`src/rtl/gpio_override_port.sv`:
```
module gpio_override_port #(
  parameter int WIDTH = 8
) (
  input  logic             clk,
  input  logic             rst_n,
  input  logic             wr_dir,
  input  logic             wr_out,
  input  logic             wr_tgl,
  input  logic [WIDTH-1:0] wdata,
  input  logic             rd_dir,
  input  logic             rd_out,
  input  logic             rd_pin,
  output logic [WIDTH-1:0] rdata,
  input  logic             sleep,
  input  logic             pullup_off,
  input  logic [WIDTH-1:0] pu_ovr_en,
  input  logic [WIDTH-1:0] pu_ovr_val,
  input  logic [WIDTH-1:0] dir_ovr_en,
  input  logic [WIDTH-1:0] dir_ovr_val,
  input  logic [WIDTH-1:0] out_ovr_en,
  input  logic [WIDTH-1:0] out_ovr_val,
  input  logic [WIDTH-1:0] ie_ovr_en,
  input  logic [WIDTH-1:0] ie_ovr_val,
  input  logic [WIDTH-1:0] tgl_ovr_en,
  input  logic [WIDTH-1:0] pad_in,
  output logic [WIDTH-1:0] pad_out,
  output logic [WIDTH-1:0] pad_oe,
  output logic [WIDTH-1:0] pad_pu,
  output logic [WIDTH-1:0] din_sync
);

  logic [WIDTH-1:0] dir_q, out_q, sync1_q, sync2_q;
  logic [WIDTH-1:0] flip_mask, pu_norm, in_en, pin_val;

  always_ff @(posedge clk or negedge rst_n)
    if (!rst_n)      dir_q <= '0;
    else if (wr_dir) dir_q <= wdata;

  assign flip_mask = (wr_tgl ? wdata : '0) | tgl_ovr_en;

  always_ff @(posedge clk or negedge rst_n)
    if (!rst_n)      out_q <= '0;
    else if (wr_out) out_q <= wdata;
    else             out_q <= out_q ^ flip_mask;

  assign pu_norm = ~dir_q & out_q & {WIDTH{~pullup_off}};
  assign pad_pu  = {WIDTH{rst_n}} & ((pu_ovr_en & pu_ovr_val) | (~pu_ovr_en & pu_norm));
  assign pad_oe  = (dir_ovr_en & dir_ovr_val) | (~dir_ovr_en & dir_q);
  assign pad_out = (out_ovr_en & out_ovr_val) | (~out_ovr_en & out_q);

  assign in_en = (ie_ovr_en & ie_ovr_val) | (~ie_ovr_en & {WIDTH{~sleep}});

  always_ff @(posedge clk or negedge rst_n)
    if (!rst_n) begin
      sync1_q <= '0;
      sync2_q <= '0;
    end else begin
      sync1_q <= pad_in & in_en;
      sync2_q <= sync1_q;
    end

  assign pin_val  = sync2_q & in_en;
  assign din_sync = pin_val;

  always_comb begin
    if (rd_dir)      rdata = dir_q;
    else if (rd_out) rdata = out_q;
    else if (rd_pin) rdata = pin_val;
    else             rdata = '0;
  end

  a_r1_dir_load: assert property (@(posedge clk) disable iff (!rst_n)
    wr_dir |=> dir_q == $past(wdata));

  a_r3_kill_pullup: assert property (@(posedge clk) disable iff (!rst_n)
    (pullup_off && pu_ovr_en == '0) |-> pad_pu == '0);

  a_r5_pin_write: assert property (@(posedge clk) disable iff (!rst_n)
    (wr_tgl && !wr_out) |=> out_q == ($past(out_q) ^ $past(wdata | tgl_ovr_en)));

  a_r6_hold: assert property (@(posedge clk) disable iff (!rst_n)
    (!wr_out && !wr_tgl && tgl_ovr_en == '0) |=> $stable(out_q));

  a_r8_sleep_gate: assert property (@(posedge clk) disable iff (!rst_n)
    (sleep && ie_ovr_en == '0) |-> din_sync == '0);

endmodule

```
`config.mk`:
```
export PLATFORM = sky130hd
export DESIGN_NAME = gpio_override_port
export DESIGN_NICKNAME = d
export VERILOG_FILES = /design/src/rtl/gpio_override_port.sv
export SDC_FILE = /design/constraint.sdc
export NUM_CORES = 1
export LEC_CHECK = 0
export BUFFER_PORTS_ARGS = -buffer_cell sky130_fd_sc_hd__buf_4
export CAP_MARGIN = 10
export CORE_MARGIN = 8
export CORE_UTILIZATION = 30
export DETAILED_ROUTE_END_ITERATION = 8
export MAX_ROUTING_LAYER = met4
export PLACE_DENSITY_LB_ADDON = 0.25
export SKIP_LAST_GASP = 1
export SLEW_MARGIN = 20
export SYNTH_ARGS = -nofsm -noshare
export SYNTH_HDL_FRONTEND = slang
export SYNTH_SLANG_ARGS = --single-unit
export TNS_END_PERCENT = 10
```
`constraint.sdc`:
```
create_clock -name clk -period 1.3 [get_ports clk]
set_input_delay 0.13 -clock clk [delete_from_list [all_inputs] [get_ports clk]]
set_output_delay 0.13 -clock clk [all_outputs]
set_load 0.1 [all_outputs]
```
# After elaboration in Yosys (flattened, before gate mapping)
# Index checks and enable logic that the tools add are counted.
[word_totals]
register_bits = 32
input_bits = 98
out_inout_bits = 40
[classes]
mux = 5
bitwise = 26
[ops]
columns = ["op", "n"]
rows = [
  ["AND 8 bit", 13],
  ["two-way mux 8 bit", 5],
  ["inverter 8 bit", 5],
  ["bitwise OR 8 bit", 5],
  ["bitwise XOR 8 bit", 1],
  ["inverter 1 bit", 2],
]

# Depth between registers and ports, before layout
[depth]
word_depth = 7
ltp_mapped = 5
depth_no_buf = 3

# Worst setup path after synthesis
# No wires, ideal clock.
[synth_timing]
kind = "input to output"
startpoint = "input rd_dir"
endpoint = "output rdata[0]"
arrival_ps = 2771
t_required_ps = 1170
slack_ps = -1601
stages = 3
n_path_buf = 1
cell_sequence = "buf_6 > or3b_4 > o21ai_0"
[synth_between]
elab_chain_len = 1
[synth_rtl]
columns = ["item", "line_no", "source"]
rows = [
  ["from (decl)", "10", "input logic rd_dir,"],
  ["two-way mux 8 bit", "66", "if (rd_dir) rdata = dir_q;"],
  ["to (decl)", "13", "output logic [WIDTH-1:0] rdata,"],
]
# Every way passes these cells.

# Worst setup path in the final report
[layout_timing]
startpoint = "register dir_q[1]"
endpoint = "output pad_pu[1]"
[layout_between]
elab_chain_len = 6
[layout_rtl]
columns = ["item", "line_no", "source"]
rows = [
  ["from (decl)", "32", "logic [WIDTH-1:0] dir_q, out_q, sync1_q, sync2_q;"],
  ["from (signal assigned)", "37", "else if (wr_dir) dir_q <= wdata;"],
  ["inverter 8 bit", "46", "assign pu_norm = ~dir_q & out_q & {WIDTH{~pullup_off}};"],
  ["AND 8 bit (2 in series)", "46", ""],
  ["AND 8 bit", "47", "assign pad_pu = {WIDTH{rst_n}} & ((pu_ovr_en & pu_ovr_val) | (~pu_ovr_en & pu_norm));"],
  ["bitwise OR 8 bit", "47", ""],
  ["AND 8 bit", "47", ""],
  ["to (decl)", "28", "output logic [WIDTH-1:0] pad_pu,"],
]
# Every way passes these cells.

==> metrics.csv <==
stage,metric,value,unit
detailed_routing,vias_per_cell,4.722,
setup_path,end_kind,primary output,
min_path,hold_path.class,in2reg,
floorplanning,fp.dieH,95.88,um
pwr,power_frac_clock,20.5,%
cells_and_area,drive_above_1_share,66.03,%
timing,hold_viol_final,0,
setup_path,cp_slowest_cell,dfrtp_1,
pwr,power_switching,0.001622,W
setup_path,crit_family,flip-flops,
floorplanning,die_area,0.009193,mm^2
yosys,synth_top_area_share,41.83,%
global_route,grt_pass1_vias,2247,
timing,fin_crit_sh,114.3,%
placement,io_buffers,137,
setup_path,crit_chain,nor4b_2 -> a21oi_2 -> nor2b_4 -> buf_12,
cells_and_area,syn_to_final_growth,93.73,%
timing,relSlewSlack,63.47,%
yosys,syn-cell-area,0.001914,mm^2
pwr,swShare,41.98,%
pwr,p_int,0.002241,W
clock_tree,clk_pin_slew,0.07,ns
pwr,power.density,1042,mW/mm^2
clock_tree,cts_tree,done,
detailed_routing,drtIter0Drc,80,
yosys,syn_nets,299,
timing,period_needed,1.486,ns
setup_path,slowest_delay,0.40,ns
cells_and_area,fill_cells,553,
floorplanning,ios,138,
clock_tree,clock_path_buffers,2,
setup_path,crit_start,dir_q[1]$_DFFE_PN0P_,
yosys,synth_top_area_cell,dfrtp_1,
detailed_routing,drc,0,
timing,finalWorstSetupSlack,-0.1863,ns
detailed_routing,dr.pass1.iters,6,
global_route,grt_first_pass_wirelength,10.79,mm
timing,fmax,672.8,MHz
placement,place_inst,430,
yosys,synth_seq_cells,32,
yosys,synthTopCellsByArea,"dfrtp_1, mux2_2, and2_1, nor2_1, a21oi_1",
global_route,grt-ovfl-total,0,
yosys,synth_edf_count,0,
clock_tree,clock_latency,0.29,ns
status,outcome,finished with violations,
floorplanning,rows,29,
pwr,sequentialPowerShare,29.5,%
yosys,synth_flop_cell,dfrtp_1,
clock_tree,numCtsBuffers,5,
detailed_routing,antenna_left,0,
cells_and_area,post-route-util,59.08,%
floorplanning,start_util,30.50,%
status,violations,setup timing,
cells_and_area,finalNonFillerCells,442,
yosys,synth.distinct_cells,26,
placement,place_congestion,0.7221,
yosys,async_reset_ff_share,100.0,%
timing,finalSetupViolations,37,
setup_path,required,1.17,ns
timing,tightestPinTransition,0.5461,ns
yosys,synth_cells,201,
floorplanning,die_w,95.88,um
placement,place_area,0.003313,mm^2
cells_and_area,fin_area,0.003709,mm^2
clock_tree,cts_root_buf,clkbuf_8,
setup_path,crit_type,reg2out,
timing,rsz0062_at_grt,yes,
setup_path,worstPathArrival,1.36,ns
yosys,ys_seq_area_share,41.83,%
yosys,yosysWarnings,0,
detailed_routing,wire_per_inst,16.23,um
global_route,grt_max_degree,17,
setup_path,crit_fanout,2,
yosys,synthesis.area_per_instance,9.524,um^2
placement,dpl.hpwl,5.563,mm
cells_and_area,n_antenna_cell,0,
pwr,total_leakage_power,1.807,nW
cells_and_area,layout_commonest_cell,buf_4,
global_route,grt_util_all_layers,15.89,%
detailed_routing,wl,7.175,mm
pwr,combPwrFrac,50.1,%
cells_and_area,nets,462,
setup_path,r2r-start,out_q[2]$_DFF_PN0_,
detailed_routing,vias,2087,
floorplanning,core,0.006277,mm^2
timing,drv_slew,0,
cells_and_area,mostFrequentLayoutCells,"buf_4, dfrtp_1, mux2_2, nor2_1, and2_1",
setup_path,crit_buf_inv,1,
pwr,vdd_ir_drop_max,560.7,uV
min_path,hp-start,pad_in[1],
clock_tree,cts_max_level,2,
run,cap_violations,0,
setup_path,startpoint_type,flop,
timing,skew,0.003819,ns
clock_tree,cts.sink_count,32,
global_route,antenna_found_initial,0,
==> cell usage after synthesis, types with 8 or more instances <==
cell type  number
nor2_1         22
nor2b_1         9
mux2_2         24
a21o_1          8
o21ai_0        13
nor4b_1         8
dfrtp_1        32
and2_1         14
nor3_1          8
a21oi_1        16
o22a_1          8
==> sequential cells by signal, summed over array words and instances, names as in the netlist <==
name and count:
out_q 8, dir_q 8, sync1_q 8, sync2_q 8
==> final timing paths <==
check,end,slack [ns],cells past startpoint
setup reg to reg,out_q[2]$_DFF_PN0_,0.18,4
min in group asynchronous,out_q[2]$_DFF_PN0_,0.51,2
setup / recovery,pad_pu[1],-0.19,4
hold reg to reg,sync2_q[7]$_DFF_PN0_,0.35,0
hold / removal,sync1_q[1]$_DFF_PN0_,0.05,2
max in group asynchronous,sync2_q[6]$_DFF_PN0_,0.43,2
==> cell type report <==
type	count	area [um^2]	share of cell area, %
well taps	77	96.34	2.598
clock inverters	2	10.01	0.2699
inverters	7	26.28	0.7085
repair buffers	164	1399	37.72
multi-input cells	154	1294	34.89
clock buffers	6	82.58	2.227
flip-flops and latches	32	800.8	21.59
==> cell families (layout without fill, tap and decap cells) <==
group / Yosys count / count (layout) / synth area share [%]
mux: 24 / 24 / 14.12
buf+inv: 15 / 179 / 3.594
simple gates: 75 / 75 / 22.03
flops: 32 / 32 / 41.83
compound gates: 55 / 55 / 18.43
==> layer usage <==
layer	routed length [um]	vias up	GRT usage (%)
li1	-	1039	-
met1	2999	962	18.65
met2	3558	80	26.06
met3	535	6	4.602
met4	82	0	4.097
met5	0	-	-
==> through the flow <==
stage / hold WS (ns) / total power [W] / worst slack, ns / TNS [ns]
6_report: 0.04990 / 0.003863 / -0.1863 / -4.378
5_1_grt: 0.04202 / 0.004041 / -0.2636 / -6.619
3_5_place_dp: 0.04740 / 0.002942 / -0.1223 / -0.6449
3_3_place_gp: 0.05205 / 0.002926 / -0.1131 / -0.5578
4_1_cts: 0.04347 / 0.003900 / -0.1844 / -4.724
2_1_floorplan: -0.1656 / 0.002344 / -0.1428 / -1.505
==> power by group through the flow <==
stage	combinational [W]	sequential, W	clock, W
after global placement	0.00178	0.00115	0
final	0.00193	0.00114	0.000790
after detailed placement	0.00179	0.00115	0
after global routing	0.00203	0.00115	0.000866
after CTS	0.00195	0.00114	0.000816
after floorplan	0.00119	0.00115	0
==> what timing repair did <==
action	CTS	global route
endpoints found under the setup margin	37	38
buffers inserted	2	0
gates resized for setup	62	0
pin swaps	11	1
hold buffers	2	0
hold endpoints to repair	10	0
Power figures use the tool's default switching activity.
